--- src/rtl/cfg_sop_pkg.sv ---
package cfg_sop_pkg;
  typedef enum logic {
    DRV_TRISTATE  = 1'b0,
    DRV_OPEN_COLL = 1'b1
  } drv_style_e;
endpackage

--- src/rtl/sop_and_plane.sv ---
module sop_and_plane #(
  parameter int N_IN   = 16,
  parameter int N_TERM = 48,
  parameter int IDX_W  = 6
) (
  input  logic              clk,
  input  logic              rst_q_n,
  input  logic [IDX_W-1:0]  wr_idx,
  input  logic              wr_en,
  input  logic [2*N_IN-1:0] wr_row,
  input  logic [N_IN-1:0]   x,
  output logic [N_TERM-1:0] term
);
  localparam int ROW_W = 2 * N_IN;

  logic [ROW_W-1:0] link_q [N_TERM];
  logic [ROW_W-1:0] link_d [N_TERM];
  logic [ROW_W-1:0] lit;

  // next-state: one row replaced when index is in range
  always_comb begin
    for (int t = 0; t < N_TERM; t++) begin
      link_d[t] = link_q[t];
      if (wr_en && (int'(wr_idx) == t)) link_d[t] = wr_row;
    end
  end

  always_ff @(posedge clk or negedge rst_q_n) begin
    if (!rst_q_n) begin
      for (int t = 0; t < N_TERM; t++) link_q[t] <= '1;
    end else begin
      for (int t = 0; t < N_TERM; t++) link_q[t] <= link_d[t];
    end
  end

  // literal vector: even bit sees true input, odd bit sees complement
  for (genvar i = 0; i < N_IN; i++) begin : g_lit
    assign lit[2*i]   = x[i];
    assign lit[2*i+1] = ~x[i];
  end

  // an intact link passes its literal, a removed link reads as 1
  for (genvar t = 0; t < N_TERM; t++) begin : g_term
    assign term[t] = &(~link_q[t] | lit);
  end


  both_intact_blocks_chk: assert property (@(posedge clk) disable iff (!rst_q_n)
    (wr_en && (int'(wr_idx) < N_TERM) && (wr_row == '1)) |=> (term[$past(wr_idx)] == 1'b0));


  all_removed_passes_chk: assert property (@(posedge clk) disable iff (!rst_q_n)
    (wr_en && (int'(wr_idx) < N_TERM) && (wr_row == '0)) |=> (term[$past(wr_idx)] == 1'b1));
endmodule

--- src/rtl/sop_or_plane.sv ---
module sop_or_plane #(
  parameter int N_TERM = 48,
  parameter int N_OUT  = 8,
  parameter int IDX_W  = 6
) (
  input  logic              clk,
  input  logic              rst_q_n,
  input  logic [IDX_W-1:0]  wr_idx,
  input  logic              wr_en,
  input  logic [N_OUT-1:0]  wr_row,
  input  logic [N_TERM-1:0] term,
  output logic [N_OUT-1:0]  sum
);
  logic [N_OUT-1:0]  sel_q [N_TERM];
  logic [N_OUT-1:0]  sel_d [N_TERM];
  logic [N_TERM-1:0] col   [N_OUT];

  always_comb begin
    for (int t = 0; t < N_TERM; t++) begin
      sel_d[t] = sel_q[t];
      if (wr_en && (int'(wr_idx) == t)) sel_d[t] = wr_row;
    end
  end

  always_ff @(posedge clk or negedge rst_q_n) begin
    if (!rst_q_n) begin
      for (int t = 0; t < N_TERM; t++) sel_q[t] <= '1;
    end else begin
      for (int t = 0; t < N_TERM; t++) sel_q[t] <= sel_d[t];
    end
  end

  // transpose per-term rows into per-output columns
  always_comb begin
    for (int k = 0; k < N_OUT; k++)
      for (int t = 0; t < N_TERM; t++)
        col[k][t] = sel_q[t][k];
  end

  for (genvar k = 0; k < N_OUT; k++) begin : g_sum
    assign sum[k] = |(term & col[k]);
  end


  no_term_no_sum_chk: assert property (@(posedge clk) disable iff (!rst_q_n)
    (term == '0) |-> (sum == '0));
endmodule

--- src/rtl/sop_out_stage.sv ---
module sop_out_stage
  import cfg_sop_pkg::*;
#(
  parameter int         N_OUT = 8,
  parameter drv_style_e STYLE = DRV_TRISTATE
) (
  input  logic             clk,
  input  logic             rst_q_n,
  input  logic             pol_we,
  input  logic [N_OUT-1:0] pol_in,
  input  logic [N_OUT-1:0] sum,
  input  logic             dis,
  output logic [N_OUT-1:0] val,
  output logic [N_OUT-1:0] oe
);
  localparam logic [N_OUT-1:0] OFF_VAL = (STYLE == DRV_OPEN_COLL) ? '1 : '0;

  logic [N_OUT-1:0] pol_q;
  logic [N_OUT-1:0] pol_d;
  logic [N_OUT-1:0] logic_out;

  always_comb begin
    pol_d = pol_q;
    if (pol_we) pol_d = pol_in;
  end

  always_ff @(posedge clk or negedge rst_q_n) begin
    if (!rst_q_n) pol_q <= '0;
    else          pol_q <= pol_d;
  end

  assign logic_out = sum ^ pol_q;

  always_comb begin
    if (dis) begin
      val = OFF_VAL;
      oe  = '0;
    end else begin
      val = logic_out;
      oe  = '1;
    end
  end


  disabled_outputs_chk: assert property (@(posedge clk) disable iff (!rst_q_n)
    dis |-> ((oe == '0) && (val == OFF_VAL)));


  pol_hold_chk: assert property (@(posedge clk) disable iff (!rst_q_n)
    !pol_we |=> $stable(pol_q));
endmodule

--- src/rtl/cfg_sop_array.sv ---
module cfg_sop_array
  import cfg_sop_pkg::*;
#(
  parameter int         N_IN   = 16,
  parameter int         N_TERM = 48,
  parameter int         N_OUT  = 8,
  parameter drv_style_e STYLE  = DRV_TRISTATE,
  localparam int        IDX_W  = $clog2(N_TERM),
  localparam int        ROW_W  = 2 * N_IN
) (
  input  logic             clk,
  input  logic             rst_n,
  input  logic [IDX_W-1:0] cfg_idx,
  input  logic             cfg_row_we,
  input  logic [ROW_W-1:0] cfg_and_row,
  input  logic [N_OUT-1:0] cfg_or_row,
  input  logic             cfg_pol_we,
  input  logic [N_OUT-1:0] cfg_pol,
  input  logic [N_IN-1:0]  data_in,
  input  logic             out_dis,
  output logic [N_OUT-1:0] out_val,
  output logic [N_OUT-1:0] out_oe
);
  logic [1:0]        rst_sync_q;
  logic              rst_q_n;
  logic              row_en;
  logic [N_TERM-1:0] term;
  logic [N_OUT-1:0]  sum;

  // asynchronous assert, synchronous release
  always_ff @(posedge clk or negedge rst_n) begin
    if (!rst_n) rst_sync_q <= 2'b00;
    else        rst_sync_q <= {rst_sync_q[0], 1'b1};
  end
  assign rst_q_n = rst_sync_q[1];

  // out-of-range indices never reach the planes
  assign row_en = cfg_row_we && (int'(cfg_idx) < N_TERM);

  sop_and_plane #(.N_IN(N_IN), .N_TERM(N_TERM), .IDX_W(IDX_W)) u_and (
    .clk(clk), .rst_q_n(rst_q_n), .wr_idx(cfg_idx), .wr_en(row_en),
    .wr_row(cfg_and_row), .x(data_in), .term(term));

  sop_or_plane #(.N_TERM(N_TERM), .N_OUT(N_OUT), .IDX_W(IDX_W)) u_or (
    .clk(clk), .rst_q_n(rst_q_n), .wr_idx(cfg_idx), .wr_en(row_en),
    .wr_row(cfg_or_row), .term(term), .sum(sum));

  sop_out_stage #(.N_OUT(N_OUT), .STYLE(STYLE)) u_out (
    .clk(clk), .rst_q_n(rst_q_n), .pol_we(cfg_pol_we), .pol_in(cfg_pol),
    .sum(sum), .dis(out_dis), .val(out_val), .oe(out_oe));


  bad_index_ignored_chk: assert property (@(posedge clk) disable iff (!rst_q_n)
    (cfg_row_we && (int'(cfg_idx) >= N_TERM) && !cfg_pol_we && !out_dis)
      |=> ($stable(data_in) -> $stable(out_val)));
endmodule

--- config.mk ---
export PLATFORM = sky130hd
export DESIGN_NAME = cfg_sop_array
export DESIGN_NICKNAME = d
export VERILOG_FILES = /design/src/rtl/cfg_sop_pkg.sv /design/src/rtl/sop_and_plane.sv /design/src/rtl/sop_or_plane.sv /design/src/rtl/sop_out_stage.sv /design/src/rtl/cfg_sop_array.sv
export SDC_FILE = /design/constraint.sdc
export NUM_CORES = 2
export LEC_CHECK = 0
export ABC_CLOCK_PERIOD_IN_PS = 65900
export CAP_MARGIN = 20
export CORE_MARGIN = 5
export CORE_UTILIZATION = 33
export DETAILED_ROUTE_END_ITERATION = 6
export DONT_BUFFER_PORTS = 1
export REMOVE_ABC_BUFFERS = 1
export SLEW_MARGIN = 5
export SYNTH_ARGS = -nofsm -noshare
export SYNTH_HDL_FRONTEND = slang
export SYNTH_SLANG_ARGS = --single-unit
--- constraint.sdc ---
create_clock -name clk -period 65.9 [get_ports clk]
set_input_delay 13.18 -clock clk [delete_from_list [all_inputs] [get_ports clk]]
set_output_delay 13.18 -clock clk [all_outputs]
set_load 0.01 [all_outputs]
==> results.json <==
{
  "hold_viol": 0,
  "synth_area_um2": 87400,
  "min_period_ns": 29.39,
  "clk_latency_ns": 0.88,
  "grt_max_degree": 208,
  "fin_crit_sh": 0.446,
  "hold_buffers": 0,
  "drive_gt1_frac": 0.730,
  "critPathCaptureType": "output port",
  "min_delay_path_depth": 0,
  "via_per_inst": 5.40,
  "fin_hold_ws_ns": 0.348,
  "die-area_um2": 275000,
  "die_h_um": 525,
  "wl_per_cell_um": 27.2,
  "timing.fmax_mhz": 34.0,
  "syn_area_per_cell_um2": 14.6,
  "drt-total-wl_um": 259000,
  "cts_inserted_buffers": 201,
  "drtIter0Drc": 3818,
  "htree_levels": 4,
  "synth_area_leaders": "dfstp_2 (58%), mux2_2 (25%), mux2i_1 (8.8%)",
  "coreArea_um2": 264000,
  "synth_area_leader_cell": "dfstp_2",
  "wl_met3_um": 15800,
  "cts_tree": "done",
  "max_stage_delay_ns": 0.96,
  "clk_path_buf_depth": 4,
  "rows": 189,
  "arrival_ns": 16.21,
  "final_util": 0.368,
  "final_nets": 5899,
  "drcViolationCount": 0,
  "grt_pass1_wl_um": 379000,
  "cpMostUsedCell": "nand3_1",
  "antenna_found_initial": 9,
  "synth_edf_count": 0,
  "routed.top_layer": "met4",
  "wl_met2_um": 116000,
  "synth_most_common_cell": "dfstp_2",
  "die_w_um": 525,
  "clockRootBuffer": "clkbuf_16",
  "setup_viol_count_final": 0,
  "ios": 91,
  "critPathSlowestCell": "nor2_1",
  "hold_class": "reg2reg",
  "cts_resized": 0,
  "m1WireLength_um": 118000,
  "rsz0062_at_grt": "no",
  "postRouteAntennaNets": 0,
  "worstSetupPathType": "in2out",
  "setup_tns_ns": 0,
  "worstRegToRegCells": 6,
  "seq_area_frac_synth": 0.580,
  "cp.required_ns": 52.72,
  "ys_top_cells_by_count": "dfstp_2 (1920), mux2_2 (1918), mux2i_1 (768)",
  "drv_cap": 0,
  "worstMarginPinSlew_ns": 1.21,
  "synthCells": 5977,
  "slew_violations": 0,
  "ys_ff_latch": 1930,
  "ys_warn_count": 0,
  "portBuffers": 0,
  "status": "finished clean",
  "yosysTopAreaCellShare": 0.577,
  "slew_headroom": 0.191,
  "grt_util_all_layers": 0.183,
  "grt-ovfl-total": 0,
  "ir_drop_mv": 0.0225,
  "globalplace.congestion": 0.928,
  "cts_setup_buffers": 0,
  "grt_pass1_vias": 54500,
  "nFillCells": 25100,
  "worst_setup_path_start_kind": "input port",
  "finClkSkew_ns": 0.0655,
  "clock-sinks": 1930,
  "p_per_area_nw_per_um2": 32.2,
  "synth_ff_type": "dfstp_2",
  "dp_hpwl_um": 148000,
  "area_delta_synth_final_pct": 11.4,
  "cts.clk_slew.worst_paths_ns": 0.06,
  "async_reset_ff_frac": 1.00,
  "synth_cell_types": 37,
  "leakage_uw": 0.0401,
  "crit_chain": "mux2i_1, nand4_1, nor2_1, nand3_1, nand3_1, nor4_1, nand3_1, mux2_1",
  "firstDrtPassIters": 6,
  "critPathMaxFanout": 48,
  "vias": 51400,
  "start_util": 0.330
}
-- final timing paths --
check / slack [ns] / endpoint / start
worst max-delay path: 36.52 / out_val[6] / data_in[14]
worst min-delay path: 0.35 / rst_sync_q[1] / rst_sync_q[0]
worst max register to register: 60.80 / u_and.link_q[792] / rst_sync_q[1]
worst min register to register: 0.35 / rst_sync_q[1] / rst_sync_q[0]
max in group asynchronous: 53.76 / rst_sync_q[1] / rst_n
min in group asynchronous: 0.89 / u_and.link_q[1203] / rst_sync_q[1]
-- layout by cell type, fill, tap and decap left out, types with 2 or more instances in the layout --
| master | count |
|---|---|
| bufinv_16 | 13 |
| nand2_1 | 11 |
| a31o_1 | 2 |
| nand2_2 | 33 |
| and3b_1 | 2 |
| mux2i_1 | 768 |
| clkinv_2 | 29 |
| a32oi_1 | 38 |
| buf_4 | 112 |
| nor2_4 | 15 |
| clkbuf_16 | 202 |
| dfrtp_1 | 9 |
| clkinvlp_4 | 4 |
| a21oi_1 | 6 |
| nor2_1 | 69 |
| buf_12 | 11 |
| nor4_1 | 25 |
| o21ai_0 | 7 |
| a31o_2 | 4 |
| nor2_2 | 23 |
| clkbuf_8 | 52 |
| dfstp_2 | 1920 |
| clkinv_4 | 2 |
| nand4_1 | 258 |
| nand2b_1 | 4 |
| inv_1 | 8 |
| buf_16 | 6 |
| nor4_2 | 4 |
| mux2_1 | 4 |
| nor3_1 | 6 |
| diode_2 | 11 |
| nand3b_1 | 2 |
| nand3_1 | 342 |
| mux2_2 | 1918 |
| inv_6 | 4 |
| clkbuf_1 | 46 |
| or2_2 | 4 |
-- layer usage --
metal | track usage | up-vias
met1 | 0.256 | 27900
met4 | 0.0621 | 0
met5 | 0 | -
li1 | - | 21400
met2 | 0.284 | 1548
met3 | 0.0349 | 513
-- final cells by class --
type	instances	area, um^2	area share
repair buffers	130	1240	0.0127
well taps	3533	4420	0.0454
clock buffers	300	5940	0.0611
clock inverters	54	654	0.00672
flip-flops and latches	1930	50700	0.521
diodes	11	27.5	0.000283
inverters	8	30.0	0.000309
multi-input cells	3553	34300	0.353
-- flip-flops by register name, summed over array words and instances (netlist names) --
register,count
u_or.col,384
u_and.link_q,1536
u_out.pol_q,8
rst_sync_q,2
-- kinds of logic (layout without fill, tap and decap cells) --
group,after synthesis,after routing,synth area share
other,1,12,0.0000429
DFF,1930,1930,0.580
muxes,2690,2690,0.336
buffers and inverters,494,492,0.0299
and+or+nand+nor,802,802,0.0487
AOI/OAI and AO/OA,60,60,0.00540
-- report_power, final --
| group | switching, uW | total (uW) | internal [uW] | leakage, uW |
|---|---|---|---|---|
| combinational | 252 | 449 | 197 | 0.0168 |
| clock | 480 | 1150 | 672 | 0.00326 |
| sequential | 80.8 | 1540 | 1460 | 0.0201 |
| total | 813 | 3140 | 2330 | 0.0401 |
-- worst max-delay path, delay by kind of cell --
family	cells	cell delay [ns]
mux	2	0.70
simple gates	6	2.27
-- metrics by stage --
step                      cell area, um^2  power (uW)  std cells  worst slack [ns]
after detailed placement            90400        2000       9143             36.59
after floorplan                     84800        1810       5491             11.47
after CTS                           97000        3160       9497             36.59
after global routing                97300        3260       9508             36.47
final                               97300        3140       9519             36.52
after global placement              90300        1980       9137             36.55
(Power assumes the default switching activity.)
